`src/rtl/supv_pkg.sv`:
```
package supv_pkg;

    typedef enum logic [1:0] {
        ST_HOLD    = 2'd0,
        ST_RELEASE = 2'd1,
        ST_RUN     = 2'd2,
        ST_WDOG    = 2'd3
    } supv_state_e;

    localparam logic [1:0] SEL_LONG  = 2'b00;
    localparam logic [1:0] SEL_MID   = 2'b01;
    localparam logic [1:0] SEL_SHORT = 2'b10;
    localparam logic [1:0] SEL_OFF   = 2'b11;

endpackage

```
`src/rtl/supv_sync.sv`:
```
module supv_sync #(
    parameter int unsigned WIDTH = 1,
    parameter logic [WIDTH-1:0] RST_VAL = '0
) (
    input  logic             clk,
    input  logic             rst_n,
    input  logic [WIDTH-1:0] d,
    output logic [WIDTH-1:0] q
);
    logic [WIDTH-1:0] meta;

    always_ff @(posedge clk or negedge rst_n) begin
        if (!rst_n) begin
            meta <= RST_VAL;
            q    <= RST_VAL;
        end else begin
            meta <= d;
            q    <= meta;
        end
    end
endmodule

```
`src/rtl/supv_ms_timer.sv`:
```
module supv_ms_timer #(
    parameter int unsigned CLK_PER_MS = 50000,
    parameter int unsigned MS_W       = 11
) (
    input  logic            clk,
    input  logic            rst_n,
    input  logic            clr,
    output logic [MS_W-1:0] ms_cnt
);
    logic ms_tick;

    generate
        if (CLK_PER_MS <= 1) begin : g_no_div
            assign ms_tick = 1'b1;
        end else begin : g_div
            localparam int unsigned PS_W = $clog2(CLK_PER_MS);
            localparam logic [PS_W-1:0] PS_LAST = PS_W'(CLK_PER_MS - 1);
            logic [PS_W-1:0] ps_cnt;

            always_ff @(posedge clk or negedge rst_n) begin
                if (!rst_n)                ps_cnt <= '0;
                else if (clr)              ps_cnt <= '0;
                else if (ps_cnt == PS_LAST) ps_cnt <= '0;
                else                       ps_cnt <= ps_cnt + 1'b1;
            end
            assign ms_tick = (ps_cnt == PS_LAST);
        end
    endgenerate

    always_ff @(posedge clk or negedge rst_n) begin
        if (!rst_n)                         ms_cnt <= '0;
        else if (clr)                       ms_cnt <= '0;
        else if (ms_tick && (ms_cnt != '1)) ms_cnt <= ms_cnt + 1'b1;
    end
endmodule

```
`src/rtl/supv_reset_gen.sv`:
```
module supv_reset_gen
    import supv_pkg::*;
#(
    parameter int unsigned CLK_PER_MS   = 50000,
    parameter int unsigned RELEASE_MS   = 200,
    parameter int unsigned WDT_LONG_MS  = 1400,
    parameter int unsigned WDT_MID_MS   = 600,
    parameter int unsigned WDT_SHORT_MS = 200
) (
    input  logic       clk,
    input  logic       rst_n,
    input  logic       supply_low_i,
    input  logic       cs_n_i,
    input  logic       wdt_en_i,
    input  logic [1:0] wdt_sel_i,
    output logic       reset_o,
    output logic       reset_n_o
);
    localparam int unsigned MAX_A  = (RELEASE_MS > WDT_LONG_MS) ? RELEASE_MS : WDT_LONG_MS;
    localparam int unsigned MAX_B  = (WDT_MID_MS > WDT_SHORT_MS) ? WDT_MID_MS : WDT_SHORT_MS;
    localparam int unsigned MS_MAX = (MAX_A > MAX_B) ? MAX_A : MAX_B;
    localparam int unsigned MS_W   = $clog2(MS_MAX + 2);

    localparam logic [MS_W-1:0] LIM_REL   = MS_W'(RELEASE_MS);
    localparam logic [MS_W-1:0] LIM_LONG  = MS_W'(WDT_LONG_MS);
    localparam logic [MS_W-1:0] LIM_MID   = MS_W'(WDT_MID_MS);
    localparam logic [MS_W-1:0] LIM_SHORT = MS_W'(WDT_SHORT_MS);

    supv_state_e     state, state_nx;
    logic            sup_low_s, cs_s, cs_prev, cs_fall;
    logic            wdt_armed, timer_clr;
    logic [MS_W-1:0] wdt_limit, ms_cnt;

    // Both asynchronous inputs pass two flops; reset values mean low supply and deselected.
    supv_sync #(.WIDTH(2), .RST_VAL(2'b11)) u_sync (
        .clk   (clk),
        .rst_n (rst_n),
        .d     ({supply_low_i, cs_n_i}),
        .q     ({sup_low_s, cs_s})
    );

    always_ff @(posedge clk or negedge rst_n) begin
        if (!rst_n) cs_prev <= 1'b1;
        else        cs_prev <= cs_s;
    end
    assign cs_fall = cs_prev & ~cs_s;

    always_comb begin
        wdt_armed = wdt_en_i;
        wdt_limit = LIM_SHORT;
        unique case (wdt_sel_i)
            SEL_LONG:  wdt_limit = LIM_LONG;
            SEL_MID:   wdt_limit = LIM_MID;
            SEL_SHORT: wdt_limit = LIM_SHORT;
            SEL_OFF:   wdt_armed = 1'b0;
            default:   wdt_armed = 1'b0;
        endcase
    end

    // State register
    always_ff @(posedge clk or negedge rst_n) begin
        if (!rst_n) state <= ST_HOLD;
        else        state <= state_nx;
    end

    // Next-state logic; low supply takes priority from every state
    always_comb begin
        state_nx = state;
        if (sup_low_s) begin
            state_nx = ST_HOLD;
        end else begin
            unique case (state)
                ST_HOLD:    state_nx = ST_RELEASE;
                ST_RELEASE: if (ms_cnt == LIM_REL) state_nx = ST_RUN;
                ST_RUN:     if (wdt_armed && !cs_fall && (ms_cnt == wdt_limit))
                                state_nx = ST_WDOG;
                ST_WDOG:    if (ms_cnt == LIM_REL) state_nx = ST_RUN;
                default:    state_nx = ST_HOLD;
            endcase
        end
    end

    // One timer serves both intervals: cleared on every state change,
    // and in RUN on a chip-select fall or while the watchdog is off.
    assign timer_clr = (state_nx != state) ||
                       ((state == ST_RUN) && (cs_fall || !wdt_armed));

    supv_ms_timer #(.CLK_PER_MS(CLK_PER_MS), .MS_W(MS_W)) u_timer (
        .clk    (clk),
        .rst_n  (rst_n),
        .clr    (timer_clr),
        .ms_cnt (ms_cnt)
    );

    // Output decode
    always_comb begin
        reset_o   = (state != ST_RUN);
        reset_n_o = (state == ST_RUN);
    end
endmodule

```
`config.mk`:
```
export PLATFORM = sky130hd
export DESIGN_NAME = supv_reset_gen
export DESIGN_NICKNAME = d
export VERILOG_FILES = /design/src/rtl/supv_pkg.sv /design/src/rtl/supv_sync.sv /design/src/rtl/supv_ms_timer.sv /design/src/rtl/supv_reset_gen.sv
export SDC_FILE = /design/constraint.sdc
export NUM_CORES = 1
export LEC_CHECK = 0
export ABC_AREA = 1
export CAP_MARGIN = 15
export CORE_MARGIN = 4
export CORE_UTILIZATION = 40
export CTS_CLUSTER_SIZE = 14
export DETAILED_ROUTE_END_ITERATION = 6
export SLEW_MARGIN = 20
export SYNTH_ARGS = -nofsm -noshare
export SYNTH_HDL_FRONTEND = slang
export SYNTH_SLANG_ARGS = --single-unit
```
`constraint.sdc`:
```
create_clock -name clk -period 1.65 [get_ports clk]
set_clock_uncertainty 0.15 [all_clocks]
set_input_delay 0.33 -clock clk [delete_from_list [all_inputs] [get_ports clk]]
set_output_delay 0.33 -clock clk [all_outputs]
set_load 0.02 [all_outputs]
```
; ---- After elaboration in Yosys (flattened, before gate mapping)
; Index checks and enable logic that the tools add are counted.
[totals]
reg_bits = 34
latchBits = 0
ramBits = 0
rom_bits = 0
input_bits = 7
out_inout_bits = 2
word_cells = 43
memories = 0
[op_classes]
addsub = 2
mul = 0
div = 0
n_lt_le_gt_ge = 0
n_eq_ne = 11
shift = 0
mux = 10
n_bitwise = 2
reduce_logical = 12
[ops]
columns = operator, n
row1 = $mux 16, 2
row2 = $mux 11, 2
row3 = $pmux 11 s2, 1
row4 = $add 16x1->16 const B, 1
row5 = $eq 16x16->1 const B, 1
row6 = $add 11x1->11 const B, 1
row7 = $eq 11x11->1, 1
row8 = $eq 11x8->1 const B, 1
row9 = $ne 11x11->1 const B, 1
row10 = $eq 2x2->1 const B, 3
row11 = $mux 2, 3
row12 = $pmux 2 s3, 1
row13 = $eq 2x1->1 const B, 2
row14 = $logic_and 1x1->1, 4
row15 = $logic_not 2->1, 2
row16 = $logic_not 1->1, 2
row17 = $logic_or 1x1->1, 2
row18 = $ne 2x2->1, 1
row19 = $ne 2x2->1 const B, 1
row20 = $reduce_bool 2->1, 1
row21 = $reduce_or 2->1, 1
row22 = $and 1x1->1, 1
row23 = $mux 1, 1
row24 = $not 1->1, 1

; ---- Longest topological paths before layout
[logic_depth]
depth_word = 11
ltp_mapped = 13
mapped_depth_nobuf = 12

; ---- Hierarchy
; Synthesis repeated with hierarchy kept, for this count alone.
[hier_totals]
cells_unflattened = 295
area_unflattened_um2 = 2103.3
[modules_own_cells]
columns = mod, instances, cells_each, area_each_um2, seq_area_each_um2
row1 = supv_ms_timer, 1, 223, 1626.6, 675.6
row2 = supv_reset_gen, 1, 68, 371.6, 76.3
row3 = supv_sync, 1, 4, 105.1, 105.1

; ---- Worst setup path before layout
; Ideal clock, no wire load.
[synth_timing]
path_type = flip-flop to flip-flop
from = reg u_timer.ms_cnt[0]
to = reg u_timer.ms_cnt[5]
setup_time_ns = 0.124
t_arrival_ns = 1.471
t_required_ns = 1.376
slack_ns = -0.095
path_stages_with_launch = 13
path_buffers = 1
period_less_slack_ns = 1.745
path_cell_list = dfrtp_1 > inv_1 > ha_1 > nand3_2 > nor3_2 > nand2_1 > nand2_1 > nand2_2 > nand2_2 > nand2_2 > nand3_4 > buf_12 > nor2_4
[synth_via]
elab_chain_len = 8
elab_cells_between_ends = 15
cone_classes = 1 x add/sub / 4 x eq/ne / 6 x mux / 4 x reduce/logical
[synth_rtl]
columns = element, line_no
row1 = from (decl), supv_ms_timer.sv:8  ; output logic [MS_W-1:0] ms_cnt
row2 = from (signal assigned), supv_ms_timer.sv:33  ; else if (ms_tick && (ms_cnt != '1)) ms_cnt <= ms_cnt + 1'b1;
row3 = $eq 11x11->1, supv_reset_gen.sv:75  ; ST_RUN: if (wdt_armed && !cs_fall && (ms_cnt == wdt_limit))
row4 = $logic_and 1x1->1, supv_reset_gen.sv:75
row5 = $mux 2, supv_reset_gen.sv:75
row6 = $pmux 2 s3, supv_reset_gen.sv:72  ; unique case (state)
row7 = $mux 2, supv_reset_gen.sv:69  ; if (sup_low_s) begin
row8 = $ne 2x2->1, supv_reset_gen.sv:85  ; assign timer_clr = (state_nx != state) ||
row9 = $logic_or 1x1->1, supv_reset_gen.sv:85
row10 = $mux 11 / $reduce_bool 2->1 (equally long branches), n/a
; Several ways; a longest one is shown, not always the timed one. The select of a mux whose other input is x is not followed.
; A chain may end at the register's enable or synchronous reset.

; ---- Worst setup path after layout
[layout_timing]
from = reg u_timer.ms_cnt[1]
to = reg u_timer.g_div.ps_cnt[13]
[layout_via]
elab_chain_len = 8
elab_cells_between_ends = 10
cone_classes = 3 x eq/ne / 5 x mux / 2 x reduce/logical
[layout_rtl]
columns = element, line_no
row1 = $eq 11x11->1, supv_reset_gen.sv:75
row2 = $logic_and 1x1->1, supv_reset_gen.sv:75
row3 = $mux 2, supv_reset_gen.sv:75
row4 = $pmux 2 s3 (*), supv_reset_gen.sv:72
row5 = $mux 2 (*), supv_reset_gen.sv:69
row6 = $ne 2x2->1 (*), supv_reset_gen.sv:85
row7 = $logic_or 1x1->1 (*), supv_reset_gen.sv:85
row8 = $mux 16 (*), supv_ms_timer.sv:22  ; else if (clr) ps_cnt <= '0;
row9 = to (signal assigned), supv_ms_timer.sv:24  ; else ps_cnt <= ps_cnt + 1'b1;
row10 = to (decl), supv_ms_timer.sv:18  ; logic [PS_W-1:0] ps_cnt;
; Mark *: on every way between the ends. The rest lies on a longest branch, timed or not.

==> results list <==
- The final number of max-transition violations is 0.
- Pwr per Cell Area: 645 nW/µm²
- Vias in the first global route: 2028
* R2R Path Start: u_timer.ms_cnt[1]$_DFFE_PN0P_
* Most Frequent Cell on Critical Path: nand2_2
- Area of the die: 6700 µm²
* End of the worst hold path: u_sync.q[0]$_DFF_PN1_
- Reported max-cap violation count: 0
* Result of the run: finished, violations left
* Number of distinct standard cells referenced by the synthesized netlist: 29
- Hold Slack: 0.207 ns
- Worst-path cell with the longest stage delay: dfrtp_1
- The final critical path takes up 117% of the cycle.
- The worst hold path belongs to the class reg2reg.
- The design draws 0.00203 W.
- Detailed-route wire length: 5380 µm
* Part of the power in registers: 43.0%
* Seq/Total Area, Yosys: 39.3%
- Antenna diode count: 0
* Crit end category: register
* Total nets after synthesis: 277
- The initial utilization of the core area, before any placement, comes to 41.9%.
* Violation count after the first detailed-route iteration: 46
- Highest net fanout along the worst path: 6
- Synth Flop Type: dfrtp_1
* Comb pwr share: 10.6%
- The number of cells on the worst reg-to-reg path is 14.
- The number of antenna violations at the first check in global routing was 0.
- Setup violations remaining at the end of the flow were counted as 27.
* Fmax achieved: 519 MHz
* Overall track demand over capacity in global routing: 17.6%
- Summing all flip-flop and latch instances after layout gives 857 µm².
- Arrival time of data at the critical path endpoint: 2.00 ns
- At the pin with the least slew margin, the transition time is 0.437 ns.
* Buffers on Ports: 8
* Final critical path time including I/O delays and setup: 1.93 ns
* Cells taking the most area after synthesis: dfrtp_1, nor2_4, nand2_1
* Clock Sink Count: 34
* Share of synthesized registers carrying an async set or reset: 100%
- The signal on the critical path passes through inv_2, ha_4, nand3_4, inv_2, o21ai_2, nor2_1, nand2_1, nand2_2, nand2_2, nand2_2, nand3_4, buf_12, buf_12, nor2_4.
- Delay of the slowest critical-path stage: 0.40 ns
* Register-to-register path setup slack: -0.28 ns
- Hold violation total from the final report: 0
- Synthesis handed over a netlist of 267 instances.
- In the post-route analysis, the smallest setup slack over all paths is -0.277 ns.
* Final setup TNS: -6.11 ns
- DP HPWL: 3680 µm
- The later pin in the worst-skew pair is clocked with a latency of 0.29 ns.
- Setup repair after global routing could not meet its margin everywhere.
- Summing every instance area after synthesis gives 2180 µm².
- STA puts the critical path data required time at 1.72 ns.
- Cell internal power was estimated by the tool at 0.00156 W.
- For this run, the number of Yosys warnings is 0.
* Core footprint: 5200 µm²
* Number of primary I/O pins: 9
* Leakage dissipation: 1.31 nW
- H-tree depth: 2
- Non-Filler Cell Area, Final: 3140 µm²
* Hold Crit Start: u_sync.meta[0]$_DFF_PN1_
* Portion of total power attributed to the clock network: 46.4%
* Final layout net count: 350
* Max Root-Sink Buffers: 2
* Post-Synthesis Mean Instance Area: 8.18 µm²
- Fraction of power spent switching nets: 23.0%
- Share of cells above drive strength 1: 41.3%
- The placed instances occupy a cell area of 2730 µm².
- The filler cells instantiated in the layout total 449.
* Buffers & Inverters on Critical Path: 4
- Family with the most delay on the worst path: simple AND/OR/NAND/NOR gates
- Area growth from synthesis to final layout: 44.0%
* DRC errors left: 0
- Last weighted congestion value of the routability-driven placer: 0.841
* Violated checks: negative setup slack
* Hold Crit Depth: 0
- From bottom edge to top edge, the die measures 81.9 µm.
- Highest ir drop seen on vdd: 0.531 mV
* Net Sw Power: 0.000466 W
- The floorplan has 26 rows.
- Total CTS buffers: 5
* CTS Root Cell: clkbuf_8
* Global-route congestion overflow total: 0
* First-pass iteration count of the detailed router: 4
- In this run the critical register-to-register path is captured at u_timer.g_div.ps_cnt[13]$_DFF_PN0_.
* Max transition margin: 70.8%
* Count of flip-flops with a built-in enable after synthesis: 0
- Wire length of the first global-routing pass: 9000 µm
- Entering global routing, the biggest net connects 35 pins.
- Counting flops and latches in the post-synthesis netlist gives 34.
* Area of the multi-input gates: 1310 µm²
* Vias after detailed routing: 1964
- The die is 81.9 µm wide.
- The critical path is of the reg2reg type.
- WL/cell: 13.1 µm
- After clock tree synthesis, the clock-pin slew on the worst setup and hold paths is 0.08 ns.
* DR vias/cell: 4.78
* Kind of start point of the critical path: register
- The share of synthesized area in the top cell type comes to 33.2%.
* Detail Route Antenna Nets: 0
- Biggest area consumer among synthesized cells: dfrtp_1
* CTS tree: done
cell usage in the layout (no fill, tap or decap), types with 6 or more instances in the layout:
cell and n:
inv_2 6, nand4_1 10, nor2_1 19, buf_4 52, xor2_1 7, nand3_4 7
nand3_1 22, nor2_2 9, nor2_4 26, nand2_1 51, dfrtp_1 29, inv_1 32
cell families (layout without fill, tap and decap cells):
group | after synthesis | count (layout) | share of synthesized area (%)
compound gates | 11 | 11 | 2.69
xor+xnor | 11 | 11 | 4.41
buf+inv | 42 | 116 | 8.82
fa+ha+maj | 3 | 3 | 1.72
simple gates | 166 | 166 | 43.1
flops | 34 | 34 | 39.3
cell type report:
type                       instances  share of cell area, %
timing repair buffer              70                   19.5
clock inverter                     3                   2.19
clock buffer                       5                   2.19
sequential                        34                   27.3
tap                               70                   2.79
inverter                          38                   4.54
multi-input combinational        191                   41.6
Yosys cell counts (4+ instances only):
| cell type | number |
|---|---|
| nand4_1 | 10 |
| dfstp_2 | 5 |
| nand3_2 | 4 |
| nor3_1 | 5 |
| xor2_1 | 8 |
| o21ai_0 | 6 |
| inv_1 | 34 |
| nand3_1 | 26 |
| dfrtp_1 | 29 |
| nand2_1 | 53 |
| nor2_4 | 21 |
| nor2_1 | 30 |
| nor4_1 | 5 |
registers in the layout, summed over array words and instances (netlist names):
name / flops
u_sync.meta: 2
u_timer.ms_cnt: 11
state: 2
cs_prev: 1
u_sync.q: 2
u_timer.g_div.ps_cnt: 16
worst max-delay path by stage:
stage	start	depth (start not counted)	end	slack, ns
after floorplan	u_timer.ms_cnt[0]$_DFFE_PN0P_	12	u_timer.ms_cnt[5]$_DFFE_PN0P_	-0.1
after global placement	wdt_sel_i[1]	12	u_timer.g_div.ps_cnt[5]$_DFF_PN0_	-0.40
after detailed placement	wdt_sel_i[1]	13	u_timer.ms_cnt[1]$_DFFE_PN0P_	-0.43
after CTS	u_timer.ms_cnt[1]$_DFFE_PN0P_	13	u_timer.g_div.ps_cnt[13]$_DFF_PN0_	-0.26
after global routing	u_timer.ms_cnt[1]$_DFFE_PN0P_	14	u_timer.g_div.ps_cnt[12]$_DFF_PN0_	-0.39
final	u_timer.ms_cnt[1]$_DFFE_PN0P_	14	u_timer.g_div.ps_cnt[13]$_DFF_PN0_	-0.28
stage by stage:
stage / worst slack [ns] / std cells / utilization, %
after CTS: -0.258 / 412 / 57.8
after detailed placement: -0.435 / 394 / 52.5
after global placement: -0.404 / 394 / 52.5
after global routing: -0.390 / 411 / 60.4
final: -0.277 / 411 / 60.4
after floorplan: -0.0953 / 267 / -
routing by layer:
layer / up-vias / routed length [µm] / global-route usage, %
li1: 1000 / - / -
met1: 915 / 2300 / 21.4
met2: 35 / 2780 / 29.0
met3: 14 / 156 / 3.29
met4: 0 / 146 / 9.97
met5: - / 0 / 0
power groups by stage:
stage | Combinational (W) | Clock (W) | Sequential [W]
3_5_place_dp | 0.000188 | 0 | 0.000887
6_report | 0.000214 | 0.000940 | 0.000872
3_3_place_gp | 0.000186 | 0 | 0.000886
5_1_grt | 0.000233 | 0.00100 | 0.000876
4_1_cts | 0.000230 | 0.000965 | 0.000871
2_1_floorplan | 0.000116 | 0 | 0.000886
timing repair:
action | 4_1_cts | 5_1_grt
setup endpoints to repair | 29 | 31
endpoints found under the hold margin | 29 | 0
pin swaps | 1 | 13
hold buffers | 1 | 0
cloned | 2 | 0
gates resized for setup | 8 | 49
setup buffers | 7 | 1
Note: power is estimated with default switching activity, not from simulation.
